## src/rtl/xw_pkg.sv

```systemverilog
// Shared constants, encodings and result type for the translation walker.
// Assumes a 32-bit virtual and physical address and word-sized descriptors.
package xw_pkg;
    localparam int VA_W       = 32;
    localparam int DOM_W      = 4;
    localparam int AP_W       = 2;
    localparam int BASE_LSB   = 14;   // table base alignment (16KB)
    localparam int SEC_LSB    = 20;   // section size 1MB
    localparam int LARGE_LSB  = 16;   // large page 64KB
    localparam int SMALL_LSB  = 12;   // small page 4KB
    localparam int TINY_LSB   = 10;   // tiny page 1KB
    localparam int CTBL_LSB   = 10;   // coarse table alignment
    localparam int FTBL_LSB   = 12;   // fine table alignment
    localparam int DOM_LSB    = 5;
    localparam int SAP_LSB    = 10;   // section permission field
    localparam int SUBAP_LSB  = 4;    // first sub-region permission field

    typedef enum logic [1:0] {
        L1_FAULT   = 2'b00,
        L1_COARSE  = 2'b01,
        L1_SECTION = 2'b10,
        L1_FINE    = 2'b11
    } l1_kind_e;

    typedef enum logic [1:0] {
        L2_FAULT = 2'b00,
        L2_LARGE = 2'b01,
        L2_SMALL = 2'b10,
        L2_TINY  = 2'b11
    } l2_kind_e;

    typedef enum logic [2:0] {
        ST_IDLE,
        ST_L1_REQ,
        ST_L1_WAIT,
        ST_L2_REQ,
        ST_L2_WAIT
    } walk_st_e;

    typedef struct packed {
        logic             fault;
        logic             lvl2;
        logic [VA_W-1:0]  pa;
        logic [DOM_W-1:0] dom;
        logic [AP_W-1:0]  ap;
    } walk_res_t;
endpackage

```

## src/rtl/xw_l1_decode.sv

```systemverilog
// First-level descriptor decoder: classifies the word and forms the section
// result and the second-level table word address. Purely combinational.
// Assumes the descriptor is presented on the memory response data.
module xw_l1_decode
    import xw_pkg::*;
(
    input  logic [VA_W-1:0]  desc,
    input  logic [VA_W-1:0]  va,
    output l1_kind_e         kind,
    output logic [VA_W-1:0]  sec_pa,
    output logic [AP_W-1:0]  sec_ap,
    output logic [DOM_W-1:0] dom,
    output logic [VA_W-1:0]  l2_addr
);
    logic [VA_W-1:0] coarse_addr;
    logic [VA_W-1:0] fine_addr;
    logic            unused_bits;

    // Classify the descriptor and extract its common fields.
    always_comb begin
        kind        = l1_kind_e'(desc[1:0]);
        sec_pa      = {desc[VA_W-1:SEC_LSB], va[SEC_LSB-1:0]};
        sec_ap      = desc[SAP_LSB +: AP_W];
        dom         = desc[DOM_LSB +: DOM_W];
        coarse_addr = {desc[VA_W-1:CTBL_LSB], va[SEC_LSB-1:SMALL_LSB], 2'b00};
        fine_addr   = {desc[VA_W-1:FTBL_LSB], va[SEC_LSB-1:TINY_LSB], 2'b00};
        l2_addr     = (kind == L1_FINE) ? fine_addr : coarse_addr;
    end

    assign unused_bits = ^{desc[9], desc[4:2]};
endmodule

```

## src/rtl/xw_l2_decode.sv

```systemverilog
// Second-level descriptor decoder: resolves large, small and tiny pages,
// selects the sub-region permission code and flags illegal words.
// Assumes `in_fine` tells whether the word came from a fine table.
module xw_l2_decode
    import xw_pkg::*;
(
    input  logic [VA_W-1:0] desc,
    input  logic [VA_W-1:0] va,
    input  logic            in_fine,
    output logic            fault,
    output logic [VA_W-1:0] pg_pa,
    output logic [AP_W-1:0] pg_ap
);
    localparam int N_SUB = 4;

    logic [AP_W-1:0] sub_ap [N_SUB];
    logic            unused_bits;

    // Split the sub-region permission byte into its four fields.
    for (genvar g = 0; g < N_SUB; g++) begin : g_sub
        assign sub_ap[g] = desc[SUBAP_LSB + AP_W*g +: AP_W];
    end

    // Map the page type to address, permission and fault.
    always_comb begin
        fault = 1'b0;
        pg_pa = '0;
        pg_ap = '0;
        unique case (l2_kind_e'(desc[1:0]))
            L2_LARGE: begin
                pg_pa = {desc[VA_W-1:LARGE_LSB], va[LARGE_LSB-1:0]};
                pg_ap = sub_ap[va[LARGE_LSB-1:LARGE_LSB-2]];
            end
            L2_SMALL: begin
                pg_pa = {desc[VA_W-1:SMALL_LSB], va[SMALL_LSB-1:0]};
                pg_ap = sub_ap[va[SMALL_LSB-1:SMALL_LSB-2]];
            end
            L2_TINY: begin
                if (in_fine) begin
                    pg_pa = {desc[VA_W-1:TINY_LSB], va[TINY_LSB-1:0]};
                    pg_ap = sub_ap[0];
                end else begin
                    fault = 1'b1;
                end
            end
            default: fault = 1'b1;
        endcase
    end

    assign unused_bits = ^desc[3:2];
endmodule

```

## src/rtl/xw_walk_fsm.sv

```systemverilog
// Walk sequencer: accepts one request, issues the first- and second-level
// reads, and registers the one-cycle result. Assumes exactly one response
// word returns for every accepted read request.
module xw_walk_fsm
    import xw_pkg::*;
(
    input  logic             clk,
    input  logic             rst_n,
    input  logic [VA_W-1:0]  tbl_base,
    input  logic             req_valid,
    output logic             req_ready,
    input  logic [VA_W-1:0]  req_va,
    output logic             mem_rd_valid,
    input  logic             mem_rd_ready,
    output logic [VA_W-1:0]  mem_rd_addr,
    input  logic             mem_rsp_valid,
    output logic [VA_W-1:0]  va_q,
    output logic             fine_q,
    input  l1_kind_e         l1_kind,
    input  logic [VA_W-1:0]  l1_pa,
    input  logic [AP_W-1:0]  l1_ap,
    input  logic [DOM_W-1:0] l1_dom,
    input  logic [VA_W-1:0]  l1_next,
    input  logic             l2_fault,
    input  logic [VA_W-1:0]  l2_pa,
    input  logic [AP_W-1:0]  l2_ap,
    output logic             done,
    output walk_res_t        res
);
    walk_st_e         state_q;
    logic [VA_W-1:0]  addr_q;
    logic [DOM_W-1:0] dom_q;

    // Handshake outputs decoded from the state.
    assign req_ready    = (state_q == ST_IDLE);
    assign mem_rd_valid = (state_q == ST_L1_REQ) || (state_q == ST_L2_REQ);
    assign mem_rd_addr  = addr_q;

    // Sequence the walk and register the completion result.
    always_ff @(posedge clk) begin
        if (!rst_n) begin
            state_q <= ST_IDLE;
            addr_q  <= '0;
            va_q    <= '0;
            fine_q  <= 1'b0;
            dom_q   <= '0;
            done    <= 1'b0;
            res     <= '0;
        end else begin
            done <= 1'b0;
            unique case (state_q)
                ST_IDLE: begin
                    if (req_valid) begin
                        va_q    <= req_va;
                        addr_q  <= {tbl_base[VA_W-1:BASE_LSB], req_va[VA_W-1:SEC_LSB], 2'b00};
                        state_q <= ST_L1_REQ;
                    end
                end
                ST_L1_REQ: begin
                    if (mem_rd_ready) state_q <= ST_L1_WAIT;
                end
                ST_L1_WAIT: begin
                    if (mem_rsp_valid) begin
                        unique case (l1_kind)
                            L1_SECTION: begin
                                done    <= 1'b1;
                                res     <= '{fault: 1'b0, lvl2: 1'b0, pa: l1_pa, dom: l1_dom, ap: l1_ap};
                                state_q <= ST_IDLE;
                            end
                            L1_FAULT: begin
                                done    <= 1'b1;
                                res     <= '{fault: 1'b1, lvl2: 1'b0, pa: '0, dom: '0, ap: '0};
                                state_q <= ST_IDLE;
                            end
                            default: begin
                                addr_q  <= l1_next;
                                fine_q  <= (l1_kind == L1_FINE);
                                dom_q   <= l1_dom;
                                state_q <= ST_L2_REQ;
                            end
                        endcase
                    end
                end
                ST_L2_REQ: begin
                    if (mem_rd_ready) state_q <= ST_L2_WAIT;
                end
                ST_L2_WAIT: begin
                    if (mem_rsp_valid) begin
                        done <= 1'b1;
                        if (l2_fault)
                            res <= '{fault: 1'b1, lvl2: 1'b1, pa: '0, dom: '0, ap: '0};
                        else
                            res <= '{fault: 1'b0, lvl2: 1'b0, pa: l2_pa, dom: dom_q, ap: l2_ap};
                        state_q <= ST_IDLE;
                    end
                end
                default: state_q <= ST_IDLE;
            endcase
        end
    end
endmodule

```

## src/rtl/xw_walker.sv

```systemverilog
// Top of the two-level translation walker: holds the table base register
// and connects the sequencer to both descriptor decoders.
// Assumes the memory returns responses in request order, one per read.
module xw_walker
    import xw_pkg::*;
(
    input  logic              clk,
    input  logic              rst_n,
    input  logic              base_we,
    input  logic [VA_W-1:0]   base_wdata,
    input  logic              req_valid,
    output logic              req_ready,
    input  logic [VA_W-1:0]   req_va,
    output logic              mem_rd_valid,
    input  logic              mem_rd_ready,
    output logic [VA_W-1:0]   mem_rd_addr,
    input  logic              mem_rsp_valid,
    input  logic [VA_W-1:0]   mem_rsp_data,
    output logic              done,
    output logic              fault,
    output logic              fault_lvl2,
    output logic [VA_W-1:0]   pa,
    output logic [DOM_W-1:0]  domain,
    output logic [AP_W-1:0]   ap
);
    logic [VA_W-1:0]  base_q;
    logic [VA_W-1:0]  va_q;
    logic             fine_q;
    l1_kind_e         l1_kind;
    logic [VA_W-1:0]  l1_pa;
    logic [AP_W-1:0]  l1_ap;
    logic [DOM_W-1:0] l1_dom;
    logic [VA_W-1:0]  l1_next;
    logic             l2_fault;
    logic [VA_W-1:0]  l2_pa;
    logic [AP_W-1:0]  l2_ap;
    walk_res_t        res;

    // Table base register, loaded by software.
    always_ff @(posedge clk) begin
        if (!rst_n)       base_q <= '0;
        else if (base_we) base_q <= base_wdata;
    end

    xw_walk_fsm u_fsm (
        .clk           (clk),
        .rst_n         (rst_n),
        .tbl_base      (base_q),
        .req_valid     (req_valid),
        .req_ready     (req_ready),
        .req_va        (req_va),
        .mem_rd_valid  (mem_rd_valid),
        .mem_rd_ready  (mem_rd_ready),
        .mem_rd_addr   (mem_rd_addr),
        .mem_rsp_valid (mem_rsp_valid),
        .va_q          (va_q),
        .fine_q        (fine_q),
        .l1_kind       (l1_kind),
        .l1_pa         (l1_pa),
        .l1_ap         (l1_ap),
        .l1_dom        (l1_dom),
        .l1_next       (l1_next),
        .l2_fault      (l2_fault),
        .l2_pa         (l2_pa),
        .l2_ap         (l2_ap),
        .done          (done),
        .res           (res)
    );

    xw_l1_decode u_l1 (
        .desc    (mem_rsp_data),
        .va      (va_q),
        .kind    (l1_kind),
        .sec_pa  (l1_pa),
        .sec_ap  (l1_ap),
        .dom     (l1_dom),
        .l2_addr (l1_next)
    );

    xw_l2_decode u_l2 (
        .desc    (mem_rsp_data),
        .va      (va_q),
        .in_fine (fine_q),
        .fault   (l2_fault),
        .pg_pa   (l2_pa),
        .pg_ap   (l2_ap)
    );

    // Result fields driven straight from the registered result.
    assign fault      = res.fault;
    assign fault_lvl2 = res.lvl2;
    assign pa         = res.pa;
    assign domain     = res.dom;
    assign ap         = res.ap;
endmodule

```

## config.mk

```make
export PLATFORM = sky130hd
export DESIGN_NAME = xw_walker
export DESIGN_NICKNAME = d
export VERILOG_FILES = /design/src/rtl/xw_pkg.sv /design/src/rtl/xw_l1_decode.sv /design/src/rtl/xw_l2_decode.sv /design/src/rtl/xw_walk_fsm.sv /design/src/rtl/xw_walker.sv
export SDC_FILE = /design/constraint.sdc
export NUM_CORES = 1
export LEC_CHECK = 0
export CORE_ASPECT_RATIO = 0.75
export CORE_MARGIN = 8
export CORE_UTILIZATION = 41
export DETAILED_ROUTE_END_ITERATION = 6
export PLACE_DENSITY = 0.84
export SLEW_MARGIN = 20
export SYNTH_ARGS = -nofsm -noshare
export SYNTH_HDL_FRONTEND = slang
export SYNTH_SLANG_ARGS = --single-unit
```

## constraint.sdc

```tcl
create_clock -name clk -period 1.9 [get_ports clk]
set_clock_uncertainty 0.1 [all_clocks]
set_input_delay 0.38 -clock clk [delete_from_list [all_inputs] [get_ports clk]]
set_output_delay 0.38 -clock clk [all_outputs]
set_load 0.01 [all_outputs]
```

## Word-level counts from Yosys, hierarchy flattened

Cells that the tools add are included.

| storage, ports and cells | value |
|---|---|
| bits in registers | 133 |
| output and inout port bits | 75 |

| cells by class | value |
|---|---|
| reduce and logical (&&, ||, !) cells | 12 |
| bitwise operators | 3 |
| equality and inequality tests | 14 |
| magnitude comparators | 2 |
| muxes and demuxes | 33 |

Operators by type and width:

| kind | count |
|---|---|
| $pmux 40 s2 | 2 |
| $mux 32 | 4 |
| $mux 40 | 3 |
| $pmux 32 s3 | 1 |
| $pmux 32 s2 | 1 |
| $mux 3 | 5 |
| $pmux 3 s5 | 1 |
| $mux 12 | 1 |
| $mux 2 | 6 |
| $ne 2x2->1 const B | 6 |
| $bmux 2 s2 | 2 |
| $reduce_and 4->1 | 2 |
| $eq 3x2->1 const B | 2 |
| $ge 3x3->1 const B | 2 |
| $not 2->3 | 2 |
| $pmux 2 s3 | 1 |
| $reduce_and 5->1 | 1 |
| $eq 2x2->1 const B | 2 |
| $mux 1 | 4 |
| $pmux 1 s2 | 2 |
| $reduce_bool 2->1 | 2 |
| $reduce_or 2->1 | 2 |
| $eq 3x1->1 const B | 1 |
| $eq 3x3->1 const B | 1 |
| 8 further kinds | 8 |

## Longest topological paths before layout

Gate-level depths: netlist of the first run.

| logic depth | value |
|---|---|
| word-level depth | 8 |
| depth in mapped cells | 8 |
| gate-level depth less buffers | 6 |

## Hierarchy

A second synthesis of the first run with hierarchy kept.

| second synthesis, totals | value |
|---|---|
| cells, all modules | 832 |
| area total of the unflattened synthesis | 7758.7 um^2 |

Modules (own cells, without submodules):

| module | cells each | instances | area each (um^2) |
|---|---|---|---|
| xw_walk_fsm | 583 | 1 | 5333.9 |
| xw_walker | 103 | 1 | 1243.7 |
| xw_l1_decode | 74 | 1 | 593.1 |
| xw_l2_decode | 72 | 1 | 588.1 |

## Worst setup path after synthesis of the first run

Ideal clock, no wire load.

| timing | value |
|---|---|
| path kind | input-to-reg |
| start | input port mem_rsp_data[0] |
| end | register u_fsm.res[10] (netlist name) |
| path buffers | 2 |
| setup time | 92 ps |
| arrival time | 1701 ps |
| setup slack | 7 ps |
| stages on the path | 7 |
| required time | 1708 ps |
| path through | ha_1 > buf_4 > mux2i_1 > a21oi_1 > nand4_2 > buf_2 > o32ai_1 |

| on the way | value |
|---|---|
| cells in the longest elaborated chain, start to end | 6 |
| elaborated cells on any way between the ends | 14 |

Ends and longest elaborated chain:

| element | line | text |
|---|---|---|
| from (decl) | xw_walker.sv:18 | `input logic [VA_W-1:0] mem_rsp_data,` |
| $eq 2x2->1 / $eq 2x1->1 (equally long branches) | xw_l2_decode.sv:29, xw_walk_fsm.sv:64 |  |
| $reduce_or 2->1 (no line) | n/a |  |
| $pmux 1 s2 | xw_l2_decode.sv:29 | `unique case (l2_kind_e'(desc[1:0]))` |
| $mux 40 | xw_walk_fsm.sv:90 | `if (l2_fault)` |
| $mux 40 | xw_walk_fsm.sv:88 | `if (mem_rsp_valid) begin` |
| $pmux 40 s2 | xw_walk_fsm.sv:51 | `unique case (state_q)` |

Parallel ways exist; a longest one is shown, timed or not. The select of a mux whose other input is x is not followed.
A chain may end at the register's enable or synchronous reset.

## Worst setup path in the final report of the first run

| timing | value |
|---|---|
| start | register u_fsm.state_q[2] |
| end | register u_fsm.res[16] (netlist name) |

| on the way | value |
|---|---|
| cells in the longest elaborated chain, start to end | 3 |
| elaborated cells on any way between the ends | 8 |

Ends and longest elaborated chain:

| element | line | text |
|---|---|---|
| from (decl) | xw_walk_fsm.sv:30 | `walk_st_e state_q;` |
| from (signal assigned) | xw_walk_fsm.sv:42 | `state_q <= ST_IDLE;` |
| from (signal assigned) | xw_walk_fsm.sv:56 | `state_q <= ST_L1_REQ;` |
| from (signal assigned) | xw_walk_fsm.sv:60 | `if (mem_rd_ready) state_q <= ST_L1_WAIT;` |
| $eq 3x2->1 / $eq 3x3->1 (equally long branches) | xw_walk_fsm.sv:51 |  |
| $ne 3x1->1 (no line) (tied with other cells) | n/a |  |
| $reduce_and 4->1 (no line) | n/a |  |

Parallel ways exist; a longest one is shown, timed or not.

==> results of run 1 <==
layout by cell type (no fill, tap or decap), types with 3 or more instances in the layout:
| cell type | synthesis | final |
|---|---|---|
| nand2_1 | 107 | 107 |
| o22ai_1 | 8 | 8 |
| o21ai_0 | 3 | 3 |
| clkinv_2 | 0 | 4 |
| a211oi_1 | 5 | 5 |
| mux2i_1 | 46 | 46 |
| a21oi_1 | 40 | 39 |
| a22oi_1 | 8 | 8 |
| and2_1 | 3 | 3 |
| buf_12 | 0 | 10 |
| inv_1 | 57 | 57 |
| clkdlybuf4s50_1 | 0 | 154 |
| buf_4 | 6 | 41 |
| nor2_1 | 54 | 53 |
| clkbuf_16 | 0 | 17 |
| nand2b_1 | 4 | 4 |
| o32ai_1 | 29 | 27 |
| bufinv_16 | 0 | 5 |
| o211ai_1 | 12 | 12 |
| nand3_1 | 5 | 5 |
| dfxtp_1 | 117 | 114 |
| o21ai_2 | 2 | 3 |
| a311oi_1 | 20 | 20 |
flip-flops by register name, indices dropped and copies added, names as in the netlist:
name and count:
u_fsm.va_q 20, u_fsm.res 40, base_q 18, u_fsm.dom_q 4, u_fsm.mem_rd_addr 30, u_fsm.done 1
u_fsm.fine_q 1, u_fsm.state_q 3
critical path: cells and delay by family, from the launching register on:
family / cells / cell delay (ns)
AOI/OAI and AO/OA: 3 / 0.64
buffers and inverters: 1 / 0.16
DFF: 1 / 0.39
and+or+nand+nor: 1 / 0.42
kinds of logic (layout without fill, tap and decap cells):
kind of cell    count (synthesis)  in the layout  synth area share
flops                         117            117             0.455
fa+ha+maj                       4              4           0.00972
buf+inv                       106            302            0.0880
compound gates                140            140             0.197
simple gates                  188            188             0.158
other cells                     1              2          0.000729
mux                            47             47            0.0916
stage by stage:
| step | instance area [sq um] | worst slack (ns) | TNS (ns) | utilization |
|---|---|---|---|---|
| after global routing | 8020 | 0.0177 | 0 | 0.654 |
| after CTS | 8000 | 0.00185 | 0 | 0.653 |
| after global placement | 7220 | -0.472 | -29.82 | 0.588 |
| after detailed placement | 7220 | -0.547 | -33.91 | 0.588 |
| after floorplan | 5150 | 0.00710 | 0 | - |
| final | 8020 | 0.0651 | 0 | 0.654 |
power by group through the flow:
| stage | logic (mW) | clock network (mW) | registers, mW |
|---|---|---|---|
| after floorplan | 0.629 | 0 | 2.82 |
| after global placement | 1.36 | 0 | 2.80 |
| after detailed placement | 1.38 | 0 | 2.81 |
| after CTS | 1.45 | 3.57 | 2.76 |
| after global routing | 1.57 | 3.69 | 2.78 |
| final | 1.45 | 3.53 | 2.76 |
final cells by class:
type | count | area (sq um) | share of cell area
Tap cell | 166 | 208 | 0.0259
Clock buffer | 19 | 453 | 0.0565
Clock inverter | 13 | 203 | 0.0253
Sequential cell | 117 | 2350 | 0.293
Multi-Input combinational cell | 381 | 2430 | 0.303
Inverter | 58 | 218 | 0.0271
Timing Repair Buffer | 212 | 2160 | 0.270
worst paths after layout:
kind | start | end | slack [ns] | depth (start not counted)
worst max register to register | u_fsm.state_q[2] | u_fsm.res[16] | 0.07 | 5
worst max-delay path | u_fsm.state_q[2] | u_fsm.res[16] | 0.07 | 5
worst min register to register | u_fsm.mem_rd_addr[2] | u_fsm.mem_rd_addr[2] | 0.35 | 2
worst min-delay path | u_fsm.mem_rd_addr[2] | u_fsm.mem_rd_addr[2] | 0.35 | 2
per-layer routing:
| metal | global-route usage | vias up | share of wire |
|---|---|---|---|
| met5 | 0 | - | 0 |
| li1 | - | 2457 | - |
| met2 | 0.319 | 248 | 0.45 |
| met1 | 0.277 | 2423 | 0.45 |
| met4 | 0.0526 | 0 | 0.0076 |
| met3 | 0.0614 | 11 | 0.094 |
timing repair:
item | CTS | global route
resized for setup | 12 | 12
setup endpoints to repair | 65 | 52
buffers inserted | 1 | 1
cloned | 3 | 0
pin swaps | 2 | 1
==> out/qor.csv, run 1 <==
stage,metric,value,unit
run_status,status,"finished, final reports clean",
logic_synthesis,Synth top cells by count,"dfxtp_1 (117), nand2_1 (107), inv_1 (57), nor2_1 (54), mux2i_1 (46)",
power_and_ir_drop,power share of the clock group,0.456,
detailed_routing,WL final,17.4,mm
timing,hold slack,0.351,ns
cts,TritonCTS clock tree,built,
detailed_routing,ANT nets after route,0,
final_layout,diode count,0,
cts,TritonCTS Buffers,17,
cts,Clock Path Buffers,2,
grt,vias in the first global route,5092,
floorplanning,DIE HEIGHT,113,um
power_and_ir_drop,Worst VDD drop,607,uV
cts,Sink Count,117,
setup_path,cells along the critical path,"buf_4, or3b_4, o31a_1, o2111ai_1, a21oi_1",
logic_synthesis,mapped cell area,5150,sq um
detailed_routing,vias per cell,5.32,
final_layout,"non-filler cells, final",966,
grt,initial antenna violation count,0,
logic_synthesis,post-synthesis sequential area ratio,0.455,
setup_path,Worst EP required,2.08,ns
setup_path,CP Data Arrival Time,2.01,ns
logic_synthesis,largest area contributor in the netlist,dfxtp_1,
timing,RSZ-0062 raised after global routing,false,
detailed_routing,DRC,0,
detailed_routing,DRT iter0 DRCs,394,
final_layout,fill cell count,980,
floorplanning,Std-Cell Rows,35,
logic_synthesis,"FF+latch count, synth",117,
floorplanning,Die X-Extent,145,um
timing,final period utilization,0.966,
grt,largest net degree at the start of global routing,35,
timing,Max Fclk,0.545,GHz
place,IO buf count,158,
cts,Clock Latency Late Sink,0.40,ns
floorplanning,core area,12300,sq um
floorplanning,Die ar.,16400,sq um
logic_synthesis,Synth top area share,0.455,
power_and_ir_drop,Net Sw Power,1.97,mW
setup_path,slowest library cell on the worst path,or3b_4,
logic_synthesis,Synth area leaders,"dfxtp_1 (46%), mux2i_1 (8.9%), nand2_1 (7.8%), o32ai_1 (4.9%), inv_1 (4.2%)",
place,Final GP Congestion,0.877,
timing,max-slew violation count,0,
detailed_routing,DR WL/cell,18.0,um
logic_synthesis,"Top FF cell, synth",dfxtp_1,
timing,Tmin final,1.83,ns
grt,total grt overflow,0,
power_and_ir_drop,part of the power in registers,0.356,
setup_path,crit path launch type,flip-flop,
grt,GRT Total Usage,0.207,
detailed_routing,routed vias,5139,
logic_synthesis,Yosys Warn Count,0,
place,HPWL after detailed placement,12.2,mm
logic_synthesis,Post-synth EDFFs,0,
logic_synthesis,top-count cell post-synth,dfxtp_1,
final_layout,layout cells sized above 1,0.140,
floorplanning,Initial Util,0.420,
logic_synthesis,Post-Syn Instances,603,
detailed_routing,drt pass-1 iters,5,
logic_synthesis,asr flop ratio synth,0,
flow_run,Max-Cap Viols,0,
setup_path,"Max FO, Critical Path",6,
cts,"Clk pin slew, worst setup/hold paths",0.05,ns
cts,CTS hold repair buffers,0,
final_layout,area grow syn2layout,55.9,%
logic_synthesis,Synth cell types,49,
setup_path,Crit path largest cell delay,0.42,ns
cts,CTS root buf,clkbuf_16,
grt,first-pass GRT wire length,27.3,mm
power_and_ir_drop,Net Sw Frac,0.254,
cts,H-Tree Depth,4,
timing,Final Hold Viols,0,
power_and_ir_drop,cell internal pwr,5.77,mW
place,Cells after DPL,929,
setup_path,WS Path Type,flip-flop to flip-flop,
final_layout,nets,893,
power_and_ir_drop,combinational power share,0.188,
min_path,worst hold path class,flip-flop to flip-flop,
power_and_ir_drop,overall power,7.75,mW
power_and_ir_drop,PwrDens,965,nW/um^2
power_and_ir_drop,leak pwr,3.02,nW
setup_path,Worst setup EP type,flip-flop,
logic_synthesis,Avg Inst Size Synth,8.54,sq um
floorplanning,# IOs,177,
timing,# setup viols final,0,
(Power assumes the default switching activity.)
==> run 2, diff against run 1 <==
CORE_MARGIN = unset   (was 8)
==> run 2 against run 1 <==
Effect of this change: via count up 0.43%; clock power is 5.7% lower; design area is essentially flat; fmax down 1.8%; sequential power about the same; flip-flop and latch count did not move; non-clock buffer count grew 1; combinational power about the same; register-to-register slack barely moved; critical path type is now primary input to flip-flop; largest cell class unchanged; highest routed layer unchanged.
==> out/qor.csv, run 2 (synthesized netlist as in run 1, its figures left out) <==
stage,metric,value,unit,change
cts,TritonCTS clock tree,built,,
grt,initial antenna violation count,0,,unchanged
setup_path,FF-to-FF End,u_fsm.res[9],,
floorplanning,core area,12300,sq um,unchanged
detailed_routing,DRT iter0 DRCs,322,,-18%
final_layout,"non-filler cells, final",967,,+0.10%
grt,total grt overflow,0,,unchanged
detailed_routing,vias per cell,5.34,,+0.32%
min_path,hold path start,u_fsm.res[27],,
final_layout,"commonest non-fill, non-tap cell in the layout",clkdlybuf4s50_1,,
final_layout,register name with the most flops,u_fsm.res,,
floorplanning,Std-Cell Rows,35,,unchanged
cts,Clock Path Buffers,2,,unchanged
final_layout,area grow syn2layout,55.8,%,about the same
grt,GRT Total Usage,0.253,,+0.0458
setup_path,R2R cell count,6,,+1
cts,H-Tree Depth,4,,unchanged
final_layout,max reg flops,40,,unchanged
timing,max-slew violation count,0,,unchanged
timing,final period utilization,0.984,,+0.0180
min_path,Hold Path Sink,u_fsm.res[27],,
timing,hold slack,0.351,ns,-0.000474 ns
setup_path,WS Path Type,primary input to flip-flop,,
min_path,worst hold path class,flip-flop to flip-flop,,
grt,first-pass GRT wire length,25.5,mm,-6.8%
detailed_routing,DR WL/cell,16.9,um,-6.4%
place,HPWL after detailed placement,11.4,mm,-6.2%
timing,# setup viols final,0,,unchanged
final_layout,layout cells sized above 1,0.142,,+0.00232
timing,Tmin final,1.87,ns,+0.0343 ns
setup_path,Worst EP required,2.11,ns,+0.03 ns
detailed_routing,WL final,16.3,mm,-6.3%
cts,CTS root buf,clkbuf_16,,
floorplanning,# IOs,177,,unchanged
place,Cells after DPL,932,,+0.32%
place,Final GP Congestion,0.884,,+0.81%
timing,PnR worst setup slack,0.0308,ns,-0.0343 ns
grt,largest net degree at the start of global routing,41,,+17%
cts,Clock Latency Late Sink,0.42,ns,+0.02 ns
setup_path,CP Data Arrival Time,2.08,ns,+0.07 ns
detailed_routing,routed vias,5161,,+0.43%
timing,RSZ-0062 raised after global routing,true,,
timing,Max Fclk,0.535,GHz,-1.8%
power_and_ir_drop,Worst VDD drop,686,uV,+13%
power_and_ir_drop,leak pwr,3.00,nW,-0.75%
run_status,status,"finished, final reports clean",,
detailed_routing,drt pass-1 iters,5,,unchanged
detailed_routing,DRC,0,,unchanged
floorplanning,Die X-Extent,131,um,-9.6%
setup_path,RR Startpoint,u_fsm.state_q[1],,
floorplanning,Initial Util,0.420,,unchanged
setup_path,Worst setup EP type,flip-flop,,
final_layout,nets,894,,+0.11%
cts,"Clk pin slew, worst setup/hold paths",0.06,ns,about the same
min_path,hold depth,2,,unchanged
grt,vias in the first global route,4965,,-2.5%
setup_path,r2r setup slk,0.08,ns,about the same
detailed_routing,ANT nets after route,0,,unchanged
power_and_ir_drop,PwrDens,942,nW/um^2,-2.4%
final_layout,most frequent cells in the layout,"clkdlybuf4s50_1 (154), dfxtp_1 (115), nand2_1 (107)",,
cts,TritonCTS Buffers,17,,unchanged
cts,Sink Count,117,,unchanged
flow_run,Max-Cap Viols,0,,unchanged
setup_path,crit path launch type,primary input,,
place,IO buf count,158,,unchanged
floorplanning,Die ar.,13000,sq um,-21%
floorplanning,DIE HEIGHT,99.0,um,-12%
place,dpl ws,-0.563,ns,-0.0167 ns
timing,Final Hold Viols,0,,unchanged
setup_path,"Max FO, Critical Path",7,,+1
final_layout,fill cell count,992,,+1.2%
final_layout,diode count,0,,unchanged
==> run 2: changes by cell type in the layout (fill, tap and decap cells not counted), sizes merged <==
cell,previous run,this run
dlygate4sd2,2,4
clkinvlp,2,4
inv,59,62
bufinv,5,3
clkinv,5,3
clkbuf,21,19
==> run 2: per-layer routing <==
layer  track usage  wire (um)  vias to the layer above
li1              -          -                     2465
met1         0.332       7500                     2424
met2         0.398       7220                      248
met3        0.0777       1400                       24
met4        0.0787        189                        0
met5             0          0                        -
==> run 2: worst max path at each step <==
stage,start,cells past startpoint,to
after global routing,mem_rsp_data[0],8,u_fsm.res[13]
after detailed placement,mem_rsp_data[0],9,u_fsm.mem_rd_addr[29]
after global placement,mem_rsp_data[0],9,u_fsm.mem_rd_addr[12]
after floorplan,mem_rsp_data[0],7,u_fsm.res[10]
after CTS,u_fsm.state_q[1],6,u_fsm.res[32]
final,mem_rsp_data[0],9,u_fsm.res[9]
==> run 2: what timing repair did <==
item | 4_1_cts | 5_1_grt
gates cloned | 1 | 1
setup endpoints to repair | 56 | 29
hold buffers | 0 | 0
resized for setup | 14 | 9
pin swaps | 2 | 1
buffers inserted | 1 | 0
==> run 2: worst max-delay path: stages <==
cell and delay, ns:
dlygate4sd2_1 0.26, inv_1 0.08, buf_4 0.10, ha_2 0.22, o21ai_2 0.09, o21ai_2 0.20
nand4_4 0.19, bufbuf_16 0.33, o32ai_1 0.23
==> run 2: layout make-up <==
type / count / area, sq um / area share
timing repair buffer: 213 / 2160 / 0.270
tap: 166 / 208 / 0.0259
inverter: 58 / 218 / 0.0271
clock buffer: 18 / 439 / 0.0548
clock inverter: 14 / 174 / 0.0217
sequential: 117 / 2340 / 0.292
multi-input combinational: 381 / 2470 / 0.308
==> run 2: per-stage QoR <==
step	setup TNS [ns]	power, mW	cell area [sq um]	utilization
floorplan	0	3.45	5150	-
CTS	0	7.54	7940	0.647
global route	-0.158	7.84	8020	0.654
detailed placement	-36.32	4.20	7240	0.590
finish	0	7.55	8020	0.654
global placement	-33.39	4.16	7240	0.590
==> run 2: report_power, final <==
part           leakage [nW]  total [mW]  internal [mW]  switching [mW]
Clock                 0.290        3.33           2.11            1.23
Sequential            0.956        2.76           2.63           0.129
Combinational          1.75        1.46          0.750           0.710
